`src/rtl/sgw_pkg.sv`:
```
package sgw_pkg;
  // Entry geometry (fixed by the descriptor layout in memory)
  localparam int DESC_BYTES = 16;
  localparam int DESC_BITS  = DESC_BYTES * 8;
  localparam int LEN_W      = 32;
  localparam int LEN_SHIFT  = 3;
  localparam int MODE_W     = 4;
  localparam int ALIGN_BITS = 3;

  // Bit positions inside the flattened little-endian entry
  localparam int BUF_LSB    = 0;
  localparam int LEN_LSB    = 32;
  localparam int FLAG_LSB   = 64;
  localparam int FLAG_WRITE = 5;
  localparam int FLAG_END   = 7;
  localparam int MODE_LSB   = 72;
  localparam int NEXT_LSB   = 96;

  typedef enum logic [2:0] {
    ST_IDLE, ST_FETCH, ST_VET, ST_ISSUE, ST_WAIT
  } walk_st_t;

  typedef enum logic [1:0] {
    ERR_NONE  = 2'd0,
    ERR_ALIGN = 2'd1,
    ERR_LEN   = 2'd2
  } walk_err_t;
endpackage

```
`src/rtl/sgw_fetch.sv`:
```
module sgw_fetch
  import sgw_pkg::*;
#(
  parameter int ADDR_W = 32,
  parameter int DATA_W = 32
) (
  input  logic                 clk,
  input  logic                 rst_n,
  input  logic                 launch,
  input  logic [ADDR_W-1:0]    launch_addr,
  output logic                 mrd_valid,
  input  logic                 mrd_ready,
  output logic [ADDR_W-1:0]    mrd_addr,
  input  logic                 mrsp_valid,
  output logic                 mrsp_ready,
  input  logic [DATA_W-1:0]    mrsp_data,
  output logic [DESC_BITS-1:0] desc_raw,
  output logic                 fill_done
);
  localparam int BEATS = DESC_BITS / DATA_W;
  localparam int CNT_W = (BEATS > 1) ? $clog2(BEATS) : 1;

  logic              req_q;
  logic              gath_q;
  logic [ADDR_W-1:0] addr_q;
  logic [CNT_W-1:0]  beat_q;
  logic              take;
  logic              last_beat;

  assign take      = gath_q & mrsp_valid;
  assign last_beat = (beat_q == CNT_W'(BEATS - 1));
  assign fill_done = take & last_beat;

  assign mrd_valid  = req_q;
  assign mrd_addr   = addr_q;
  assign mrsp_ready = gath_q;

  always_ff @(posedge clk) begin
    if (!rst_n) begin
      req_q  <= 1'b0;
      gath_q <= 1'b0;
      addr_q <= '0;
      beat_q <= '0;
    end else if (launch) begin
      req_q  <= 1'b1;
      addr_q <= launch_addr;
    end else if (req_q && mrd_ready) begin
      req_q  <= 1'b0;
      gath_q <= 1'b1;
      beat_q <= '0;
    end else if (take) begin
      beat_q <= beat_q + CNT_W'(1);
      if (last_beat) gath_q <= 1'b0;
    end
  end

  // One holding slot per response beat
  for (genvar g = 0; g < BEATS; g++) begin : g_slot
    logic [DATA_W-1:0] slot_q;
    always_ff @(posedge clk) begin
      if (!rst_n)                               slot_q <= '0;
      else if (take && beat_q == CNT_W'(g))     slot_q <= mrsp_data;
    end
    assign desc_raw[g*DATA_W +: DATA_W] = slot_q;
  end
endmodule

```
`src/rtl/sgw_decode.sv`:
```
module sgw_decode
  import sgw_pkg::*;
#(
  parameter int ADDR_W = 32
) (
  input  logic [DESC_BITS-1:0] desc_raw,
  output logic [ADDR_W-1:0]    buf_addr,
  output logic [LEN_W-1:0]     len_units,
  output logic                 is_write,
  output logic [MODE_W-1:0]    mode,
  output logic                 is_end,
  output logic [ADDR_W-1:0]    next_ptr,
  output logic                 len_zero,
  output logic                 next_misaligned
);
  logic unused_fields;

  assign buf_addr        = desc_raw[BUF_LSB +: ADDR_W];
  assign len_units       = desc_raw[LEN_LSB +: LEN_W];
  assign is_write        = desc_raw[FLAG_LSB + FLAG_WRITE];
  assign is_end          = desc_raw[FLAG_LSB + FLAG_END];
  assign mode            = desc_raw[MODE_LSB +: MODE_W];
  assign next_ptr        = desc_raw[NEXT_LSB +: ADDR_W];
  assign len_zero        = (len_units == '0);
  assign next_misaligned = |next_ptr[ALIGN_BITS-1:0];
  // ordering flag, word count and reserved byte are carried but not used
  assign unused_fields   = ^desc_raw;
endmodule

```
`src/rtl/sgw_ctrl.sv`:
```
module sgw_ctrl
  import sgw_pkg::*;
#(
  parameter int ADDR_W = 32
) (
  input  logic              clk,
  input  logic              rst_n,
  input  logic              start,
  input  logic [ADDR_W-1:0] head_ptr,
  input  logic              fill_done,
  input  logic              len_zero,
  input  logic              is_end,
  input  logic [ADDR_W-1:0] next_ptr,
  input  logic              next_misaligned,
  input  logic              xfer_ready,
  input  logic              xfer_done,
  output logic              launch,
  output logic [ADDR_W-1:0] launch_addr,
  output logic              busy,
  output logic              xfer_valid,
  output logic              walk_done,
  output logic              walk_err,
  output logic [1:0]        err_kind
);
  walk_st_t  st_q, st_d;
  walk_err_t kind_q, code_d;
  logic      done_q, err_q, done_d, err_d;

  always_comb begin
    st_d        = st_q;
    launch      = 1'b0;
    launch_addr = head_ptr;
    done_d      = 1'b0;
    err_d       = 1'b0;
    code_d      = ERR_NONE;
    case (st_q)
      ST_IDLE: if (start) begin
        if (|head_ptr[ALIGN_BITS-1:0]) begin
          err_d  = 1'b1;
          code_d = ERR_ALIGN;
        end else begin
          launch = 1'b1;
          st_d   = ST_FETCH;
        end
      end
      ST_FETCH: if (fill_done) st_d = ST_VET;
      ST_VET: begin
        if (len_zero) begin
          err_d  = 1'b1;
          code_d = ERR_LEN;
          st_d   = ST_IDLE;
        end else begin
          st_d = ST_ISSUE;
        end
      end
      ST_ISSUE: if (xfer_ready) st_d = ST_WAIT;
      ST_WAIT: if (xfer_done) begin
        if (is_end) begin
          done_d = 1'b1;
          st_d   = ST_IDLE;
        end else if (next_misaligned) begin
          err_d  = 1'b1;
          code_d = ERR_ALIGN;
          st_d   = ST_IDLE;
        end else begin
          launch      = 1'b1;
          launch_addr = next_ptr;
          st_d        = ST_FETCH;
        end
      end
      default: st_d = ST_IDLE;
    endcase
  end

  always_ff @(posedge clk) begin
    if (!rst_n) begin
      st_q   <= ST_IDLE;
      kind_q <= ERR_NONE;
      done_q <= 1'b0;
      err_q  <= 1'b0;
    end else begin
      st_q   <= st_d;
      done_q <= done_d;
      err_q  <= err_d;
      if (err_d) kind_q <= code_d;
    end
  end

  assign busy       = (st_q != ST_IDLE);
  assign xfer_valid = (st_q == ST_ISSUE);
  assign walk_done  = done_q;
  assign walk_err   = err_q;
  assign err_kind   = kind_q;
endmodule

```
`src/rtl/sgw_chain_walker.sv`:
```
module sgw_chain_walker
  import sgw_pkg::*;
#(
  parameter int ADDR_W = 32,
  parameter int DATA_W = 32,
  localparam int XLEN_W = LEN_W + LEN_SHIFT
) (
  input  logic              clk,
  input  logic              rst_n,
  input  logic              start,
  input  logic [ADDR_W-1:0] head_ptr,
  output logic              busy,
  output logic              mrd_valid,
  input  logic              mrd_ready,
  output logic [ADDR_W-1:0] mrd_addr,
  input  logic              mrsp_valid,
  output logic              mrsp_ready,
  input  logic [DATA_W-1:0] mrsp_data,
  output logic              xfer_valid,
  input  logic              xfer_ready,
  output logic [ADDR_W-1:0] xfer_addr,
  output logic [XLEN_W-1:0] xfer_bytes,
  output logic              xfer_write,
  output logic [MODE_W-1:0] xfer_mode,
  input  logic              xfer_done,
  output logic              walk_done,
  output logic              walk_err,
  output logic [1:0]        err_kind
);
  logic                 launch;
  logic [ADDR_W-1:0]    launch_addr;
  logic [DESC_BITS-1:0] desc_raw;
  logic                 fill_done;
  logic [LEN_W-1:0]     len_units;
  logic                 is_end, len_zero, next_misaligned;
  logic [ADDR_W-1:0]    next_ptr;

  sgw_fetch #(.ADDR_W(ADDR_W), .DATA_W(DATA_W)) fetch_i (
    .clk(clk), .rst_n(rst_n),
    .launch(launch), .launch_addr(launch_addr),
    .mrd_valid(mrd_valid), .mrd_ready(mrd_ready), .mrd_addr(mrd_addr),
    .mrsp_valid(mrsp_valid), .mrsp_ready(mrsp_ready), .mrsp_data(mrsp_data),
    .desc_raw(desc_raw), .fill_done(fill_done)
  );

  sgw_decode #(.ADDR_W(ADDR_W)) decode_i (
    .desc_raw(desc_raw),
    .buf_addr(xfer_addr), .len_units(len_units), .is_write(xfer_write),
    .mode(xfer_mode), .is_end(is_end), .next_ptr(next_ptr),
    .len_zero(len_zero), .next_misaligned(next_misaligned)
  );

  sgw_ctrl #(.ADDR_W(ADDR_W)) ctrl_i (
    .clk(clk), .rst_n(rst_n),
    .start(start), .head_ptr(head_ptr),
    .fill_done(fill_done), .len_zero(len_zero), .is_end(is_end),
    .next_ptr(next_ptr), .next_misaligned(next_misaligned),
    .xfer_ready(xfer_ready), .xfer_done(xfer_done),
    .launch(launch), .launch_addr(launch_addr),
    .busy(busy), .xfer_valid(xfer_valid),
    .walk_done(walk_done), .walk_err(walk_err), .err_kind(err_kind)
  );

  assign xfer_bytes = {len_units, {LEN_SHIFT{1'b0}}};
endmodule

```
`config.mk`:
```
export PLATFORM = sky130hd
export DESIGN_NAME = sgw_chain_walker
export DESIGN_NICKNAME = d
export VERILOG_FILES = /design/src/rtl/sgw_pkg.sv /design/src/rtl/sgw_fetch.sv /design/src/rtl/sgw_decode.sv /design/src/rtl/sgw_ctrl.sv /design/src/rtl/sgw_chain_walker.sv
export SDC_FILE = /design/constraint.sdc
export NUM_CORES = 1
export LEC_CHECK = 0
export CORE_MARGIN = 1
export CORE_UTILIZATION = 43
export DETAILED_ROUTE_END_ITERATION = 8
export PLACE_DENSITY_LB_ADDON = 0.15
export SETUP_SLACK_MARGIN = 0.1
export SYNTH_ARGS = -nofsm -noshare
export SYNTH_HDL_FRONTEND = slang
export SYNTH_HIERARCHICAL = 1
export SYNTH_SLANG_ARGS = --single-unit
```
`constraint.sdc`:
```
create_clock -name clk -period 5.2 [get_ports clk]
set_clock_uncertainty 0.1 [all_clocks]
set_input_delay 1.04 -clock clk [delete_from_list [all_inputs] [get_ports clk]]
set_output_delay 1.04 -clock clk [all_outputs]
set_load 0.01 [all_outputs]
```
==> results of run 1 <==
==> cells in the final DEF (no fill, tap or decap), drive strengths merged, types with 3 or more instances in the layout <==
cell / instances
ha: 4
mux2: 32
buf: 5
nand2: 214
dfxtp: 145
mux2i: 34
nand3: 4
inv: 5
nor4: 8
conb: 3
a21boi: 104
and3: 4
clkinv: 4
o21ai: 3
nor2b: 35
a21oi: 4
clkbuf: 23
clkdlybuf4s50: 178
==> layer usage <==
| metal | wire [um] | part of all wire | GRT usage | up-vias |
|---|---|---|---|---|
| met3 | 1270 | 0.075 | 0.0623 | 26 |
| met4 | 289 | 0.017 | 0.0683 | 0 |
| met5 | 0 | 0 | 0 | - |
| li1 | - | - | - | 2550 |
| met2 | 7350 | 0.43 | 0.299 | 146 |
| met1 | 8150 | 0.48 | 0.275 | 2375 |
==> worst paths after layout <==
check | from | to | slack (ns) | cells past startpoint
min reg2reg | fetch_i/g_slot[2].slot_q[5] | fetch_i/g_slot[2].slot_q[5] | 0.35 | 2
max reg2reg | ctrl_i/st_q[0] | fetch_i/beat_q[0] | 2.61 | 6
min | fetch_i/g_slot[2].slot_q[5] | fetch_i/g_slot[2].slot_q[5] | 0.35 | 2
max | mrsp_valid | ctrl_i/st_q[1] | 2.00 | 6
==> final cells by class <==
cell class                 instances  share of cell area
clock buffer                      23              0.0565
timing repair buffer             183               0.211
multi-input combinational        475               0.352
tap                              216              0.0313
inverter                           4             0.00174
clock inverter                     9              0.0120
sequential                       145               0.336
==> sequential cells by signal, summed over array words and instances, names as in the netlist <==
register and cells:
ctrl_i/walk_err 1, fetch_i/beat_q 2, fetch_i/mrsp_ready 1, fetch_i/mrd_addr 32, ctrl_i/st_q 3, fetch_i/g_slot.slot_q 102
fetch_i/mrd_valid 1, ctrl_i/walk_done 1, ctrl_i/err_kind 2
==> metrics by stage <==
step	setup WS [ns]	cells	cell area [um^2]	hold slack, ns
final	2.00	1055	8640	0.349
after global routing	1.75	1055	8640	0.373
after CTS	1.98	1055	8640	0.352
after detailed placement	1.56	1023	8050	0.344
after global placement	1.68	1023	8050	0.337
after floorplan	2.59	783	7090	0.335
==> worst register-to-register path, stage by stage (launching register included) <==
cell and delay [ns]:
dfxtp_1 0.49, and4bb_4 0.30, nand2_4 0.46, o41ai_2 0.17
buf_4 0.34, or3b_1 0.49, o22ai_1 0.16
==> power breakdown <==
part / internal, mW / switching [mW] / total [mW] / leakage, nW
logic: 0.114 / 0.0753 / 0.189 / 1.60
registers: 1.12 / 0.0102 / 1.13 / 1.17
clock network: 0.755 / 0.452 / 1.21 / 0.289
==> impl_metrics.tcl, run 1 <==
set metrics [dict create \
    path_buf_inv 2 \
    grt_remaining_overflow 0 \
    drv_slew 0 \
    power.leakage_nw 3.06 \
    grt_max_degree 150 \
    synth.avg_cell_area_um2 9.07 \
    p_per_area_nw_per_um2 293 \
    crit_type "in -> reg" \
    io_buffers 179 \
    diodes 0 \
    vdd_ir_drop_max_mv 0.222 \
    seqCellArea_um2 2900 \
    dieArea_um2 17000 \
    hp-class "reg -> reg" \
    cp.required_ns 5.43 \
    area_growth_pct 21.9 \
    fmax_ghz 0.312 \
    holdBufCountCts 0 \
    cpMaxStageDelayCell "inv_2" \
    status "finished, final reports clean" \
    period_share 0.616 \
    cp-start-kind "input pin" \
    htreeDepth 4 \
    fin_crit_ns 3.20 \
    rsz0062_at_grt "false" \
    final_nets 901 \
    synth_area_um2 7090 \
    gp_congestion 0.771 \
    fillCellCount 1500 \
    die_w_um 130 \
    antenna_found_initial 0 \
    die_h_um 130 \
    via_per_inst 4.83 \
    post_cts_resized 0 \
    drtIter0Drc 242 \
    finalHoldViolCount 0 \
    wl_per_cell_um 16.2 \
    postLayoutCoreUtil 0.540 \
    first_global_vias 4799 \
    start_util 0.443 \
    vias 5097 \
    grt_pass1_wl_um 25600 \
    grt_use_total 0.201 \
    clk-insertion-delay-late_ns 0.42 \
    crit_arrival_ns 3.43 \
    root_buffer "clkbuf_16" \
    p_total_mw 2.53 \
    fp.coreArea_um2 16000 \
    crit_path_end_kind "register" \
    synthCells 781 \
    ant_nets 0 \
    post_cts_buffers 0 \
    yosysWarnings 6 \
    worstMarginPinSlew_ns 1.26 \
    critPathMaxStageDelay_ns 0.67 \
    drc 0 \
    clkSinkCount 145 \
    wirelength_um 17100 \
    cts_tree "done" \
    path_cells "clkdlybuf4s50_1, nand3_2, inv_2, and3b_1, a21oi_1, nor3b_1" \
    setup_viol 0 \
    cp_max_fo 34 \
    dp_hpwl_um 12000 \
    drive_above_1_share 0.0870 \
    drv_cap 0 \
    ios 183 \
    multi_input_area_um2 3040 \
    fin_tns_setup_ns 0 \
    num_rows 46 \
    cts_made_buffers 17 \
    critPathTopFamily "buffers and inverters" \
    cts_max_path_buffers 2 \
    path_clk_slew_ns 0.06 \
    dr.pass1.iters 4 \
    slew_headroom 0.159 \
]
No activity file was read; power rests on OpenSTA's default activity.
==> run 2, diff against run 1 <==
==> constraint.sdc (replaced) <==
create_clock -name clk -period 3.25 [get_ports clk]
set_clock_uncertainty 0.1 [all_clocks]
set_input_delay 0.65 -clock clk [delete_from_list [all_inputs] [get_ports clk]]
set_output_delay 0.65 -clock clk [all_outputs]
set_load 0.01 [all_outputs]
==> impl_metrics.tcl, run 2 (same netlist as run 1, synthesis figures left out) <==
set metrics [dict create \
    status "finished, final reports clean" \
    fillCellCount 1465 \
    rsz0062_at_grt "false" \
    postLayoutCoreUtil 0.548 \
    fin_tns_setup_ns 0 \
    crit_arrival_ns 1.72 \
    vias 5073 \
    path_cells "or3_1, clkdlybuf4s50_1" \
    ios 183 \
    cpMaxStageDelayCell "clkdlybuf4s50_1" \
    drv_cap 0 \
    fin_area_um2 8770 \
    p_per_area_nw_per_um2 489 \
    power.leakage_nw 3.13 \
    wirelength_um 17300 \
    place_inst 1031 \
    holdPathStages 2 \
    gp_congestion 0.777 \
    holdBufCountCts 0 \
    fp.coreArea_um2 16000 \
    ant_nets 0 \
    cts_made_buffers 17 \
    p_total_mw 4.29 \
    vdd_ir_drop_max_mv 0.321 \
    drc 0 \
    antenna_found_initial 0 \
    diodes 0 \
    cts_tree "done" \
    via_per_inst 4.77 \
    drv_slew 0 \
    post_cts_buffers 0 \
    area_growth_pct 23.8 \
    period_share 0.760 \
    dr.pass1.iters 4 \
    path_clk_slew_ns 0.06 \
    root_buffer "clkbuf_16" \
    grt_remaining_overflow 0 \
    regMostFlops "fetch_i/g_slot.slot_q" \
    die_w_um 130 \
    post_cts_resized 0 \
    final_cell_mix "nand2_1 (212), clkdlybuf4s50_1 (178), dfxtp_1 (145)" \
    fin_crit_ns 2.47 \
    final_nets 909 \
    cts_max_path_buffers 2 \
    crit_type "reg -> out" \
    worstMarginPinSlew_ns 0.661 \
    start_util 0.443 \
    critPathTopFamily "buffers and inverters" \
    clkSinkCount 145 \
    num_rows 46 \
    finalHoldViolCount 0 \
    crit_path_end_kind "output port" \
    drive_above_1_share 0.0956 \
    postPlaceCellArea_um2 8110 \
    crit_cells 2 \
    hp-class "reg -> reg" \
    grt_max_degree 74 \
    final_cells 1063 \
    final_common_cell "nand2_1" \
    cp_max_fo 10 \
    grt_use_total 0.209 \
    drtIter0Drc 248 \
    grt_pass1_wl_um 26700 \
    largest_reg_flops 102 \
    path_buf_inv 1 \
    dieArea_um2 17000 \
    first_global_vias 4929 \
    dp_hpwl_um 12400 \
    critPathMaxStageDelay_ns 0.49 \
    slew_headroom 0.559 \
    cp.required_ns 2.50 \
    reg2reg_depth 7 \
    fmax_ghz 0.405 \
    io_buffers 179 \
    clk-insertion-delay-late_ns 0.42 \
    die_h_um 130 \
    setup_viol 0 \
    wl_per_cell_um 16.3 \
    htreeDepth 4 \
    cp-start-kind "register" \
]
[run 2: cell types whose count changed in the layout (fill, tap and decap cells not counted), sizes merged]
cell	change
buf	+8
bufinv	+3
clkinv	-1
clkinvlp	-1
inv	-1
[run 2: metal layers]
layer | global-route usage | vias to the layer above | share of wire
li1 | - | 2553 | -
met1 | 0.291 | 2372 | 0.49
met2 | 0.310 | 133 | 0.43
met3 | 0.0635 | 15 | 0.068
met4 | 0.0649 | 0 | 0.012
met5 | 0 | - | 0
[run 2: path summary, 6_finish.rpt]
path	startpoint	endpoint	slack, ns
worst max-delay path	ctrl_i/st_q[1]	busy	0.78
worst min-delay path	ctrl_i/err_kind[1]	ctrl_i/err_kind[1]	0.35
worst max register to register	fetch_i/g_slot[3].slot_q[1]	fetch_i/mrd_addr[24]	0.98
worst min register to register	ctrl_i/err_kind[1]	ctrl_i/err_kind[1]	0.35
[run 2: metrics by stage]
stage | worst slack [ns] | hold slack, ns
CTS | 0.755 | 0.350
global route | 0.690 | 0.375
floorplan | 1.03 | 0.335
detailed placement | 0.380 | 0.342
finish | 0.781 | 0.346
global placement | 0.445 | 0.338
[run 2: worst reg2reg max path: stages, from the launching register on]
cell and delay, ns:
dfxtp_1 0.33, or3_1 0.39, nor2_1 0.23, nand2_4 0.24
o41ai_2 0.13, buf_4 0.40, mux2i_1 0.27, nor2b_1 0.07
[run 2: power by group]
group	internal, mW	total, mW	switching, mW
sequential	1.80	1.81	0.0168
combinational	0.183	0.302	0.119
clock	1.44	2.18	0.734
total	3.42	4.29	0.870
[run 2: cell type report]
class                      count  area [um^2]  area share
clock inverter                 9          176      0.0201
tap                          216          270      0.0308
multi-input combinational    475         3040       0.347
timing repair buffer         191         1880       0.214
clock buffer                  23          488      0.0556
sequential                   145         2900       0.331
inverter                       4         15.0     0.00171
==> run 3, diff against run 2 <==
==> constraint.sdc (replaced) <==
create_clock -name clk -period 2.1 [get_ports clk]
set_clock_uncertainty 0.1 [all_clocks]
set_input_delay 0.42 -clock clk [delete_from_list [all_inputs] [get_ports clk]]
set_output_delay 0.42 -clock clk [all_outputs]
set_load 0.01 [all_outputs]
==> impl_metrics.tcl, run 3 (same netlist as run 1, synthesis figures left out) <==
set metrics [dict create \
    drtIter0Drc 271 \
    grt_pass1_wl_um 27100 \
    postLayoutCoreUtil 0.571 \
    htreeDepth 4 \
    period_share 0.972 \
    p_seq_frac 0.439 \
    crit_type "reg -> reg" \
    fmax_ghz 0.490 \
    vdd_ir_drop_max_mv 0.529 \
    pwr-share-comb 0.084 \
    finalHoldViolCount 0 \
    diodes 0 \
    cp.required_ns 2.30 \
    antenna_found_initial 0 \
    first_global_vias 5082 \
    fin_area_um2 9130 \
    ios 183 \
    wirelength_um 17500 \
    fp.coreArea_um2 16000 \
    setup_viol 0 \
    fillCellCount 1453 \
    fin_tns_setup_ns 0 \
    gp_congestion 0.821 \
    root_buffer "clkbuf_16" \
    crit_arrival_ns 2.24 \
    grt_remaining_overflow 0 \
    hp-class "reg -> reg" \
    dieArea_um2 17000 \
    final_cell_mix "nand2_1 (212), clkdlybuf4s50_1 (174), dfxtp_1 (143)" \
    final_nets 939 \
    drv_cap 0 \
    cts_max_path_buffers 2 \
    area_growth_pct 28.8 \
    cts_made_buffers 17 \
    drv_slew 0 \
    crit_path_end_kind "register" \
    status "finished, final reports clean" \
    p_switching_mw 1.36 \
    dp_hpwl_um 12500 \
    rsz0062_at_grt "true" \
    place_inst 1049 \
    place_ws_ns -0.437 \
    dr.pass1.iters 4 \
    clk-insertion-delay-late_ns 0.41 \
    swShare 0.214 \
    vias 5230 \
    start_util 0.443 \
    grt_max_degree 42 \
    die_h_um 130 \
    drc 0 \
    holdBufCountCts 0 \
    cp-start-kind "register" \
    cp_max_fo 5 \
    clkSinkCount 145 \
    num_rows 46 \
    drive_above_1_share 0.143 \
    path_clk_slew_ns 0.06 \
    r2r_start "ctrl_i/st_q[1]" \
    internal-power_mw 5.01 \
    largest_reg_flops 102 \
    final_common_cell "nand2_1" \
    startpoint "ctrl_i/st_q[1]" \
    postPlaceCellArea_um2 8320 \
    final_cells 1093 \
    wl_per_cell_um 16.0 \
    fin_crit_ns 2.04 \
    p_clk_frac 0.477 \
    ant_nets 0 \
    fin_ws_ns 0.0595 \
    cts_tree "done" \
    die_w_um 130 \
    grt_use_total 0.210 \
    via_per_inst 4.78 \
    p_per_area_nw_per_um2 698 \
    hold_path.startpoint "ctrl_i/err_kind[1]" \
    io_buffers 179 \
    regMostFlops "fetch_i/g_slot.slot_q" \
    power.leakage_nw 3.34 \
]
==> run 3: changes by cell type in the layout (fill, tap and decap cells not counted), sizes merged <==
cell	delta
buf	+30
dlygate4sd2	+2
clkinv	+2
bufinv	-3
clkbuf	+1
clkdlybuf4s50	-4
dlymetal6s2s	+1
clkinvlp	+1
==> run 3: final timing paths <==
check / end / depth (start not counted) / slack [ns]
max: fetch_i/mrd_addr[6] / 7 / 0.06
min: ctrl_i/err_kind[1] / 2 / 0.34
max reg2reg: fetch_i/mrd_addr[6] / 7 / 0.06
min reg2reg: ctrl_i/err_kind[1] / 2 / 0.34
==> run 3: area by class of cell <==
type | instances | area (um^2) | area share
clock buffers | 23 | 498 | 0.0545
clock inverters | 9 | 104 | 0.0114
inverters | 4 | 15.0 | 0.00164
multi-input cells | 475 | 3130 | 0.343
flip-flops and latches | 145 | 2910 | 0.318
well taps | 216 | 270 | 0.0296
repair buffers | 221 | 2210 | 0.242
==> run 3: through the flow <==
step                hold WS (ns)  total power [mW]
floorplan                  0.335              3.10
detailed placement         0.341              3.35
global placement           0.336              3.35
CTS                        0.349              6.39
global route               0.365              6.59
finish                     0.344              6.37
==> run 3: power groups by stage <==
stage / Combinational [mW] / Sequential [mW] / Clock [mW]
finish: 0.533 / 2.80 / 3.04
global route: 0.567 / 2.80 / 3.23
CTS: 0.510 / 2.80 / 3.09
detailed placement: 0.498 / 2.86 / 0
global placement: 0.492 / 2.85 / 0
floorplan: 0.233 / 2.86 / 0
==> run 3: critical path, cell delays in order (launching register included) <==
cell and delay [ns]:
dfxtp_2 0.33, or4b_4 0.55, o41ai_4 0.26, buf_6 0.19, buf_6 0.10, buf_6 0.12, mux2i_1 0.21, nor2b_1 0.07
==> run 3: what timing repair did <==
item | 4_1_cts | 5_1_grt
gates cloned | 2 | 0
setup endpoints to repair | 37 | 39
resized for setup | 12 | 17
buffers inserted | 4 | 7
pin swaps | 3 | 9
==> run 3: routing by layer <==
| metal | part of all wire | wire, um | GRT usage | up-vias |
|---|---|---|---|---|
| met4 | 0.011 | 196 | 0.0737 | 0 |
| met3 | 0.066 | 1160 | 0.0619 | 14 |
| li1 | - | - | - | 2607 |
| met5 | 0 | 0 | 0 | - |
| met2 | 0.46 | 8080 | 0.331 | 146 |
| met1 | 0.46 | 8060 | 0.274 | 2463 |
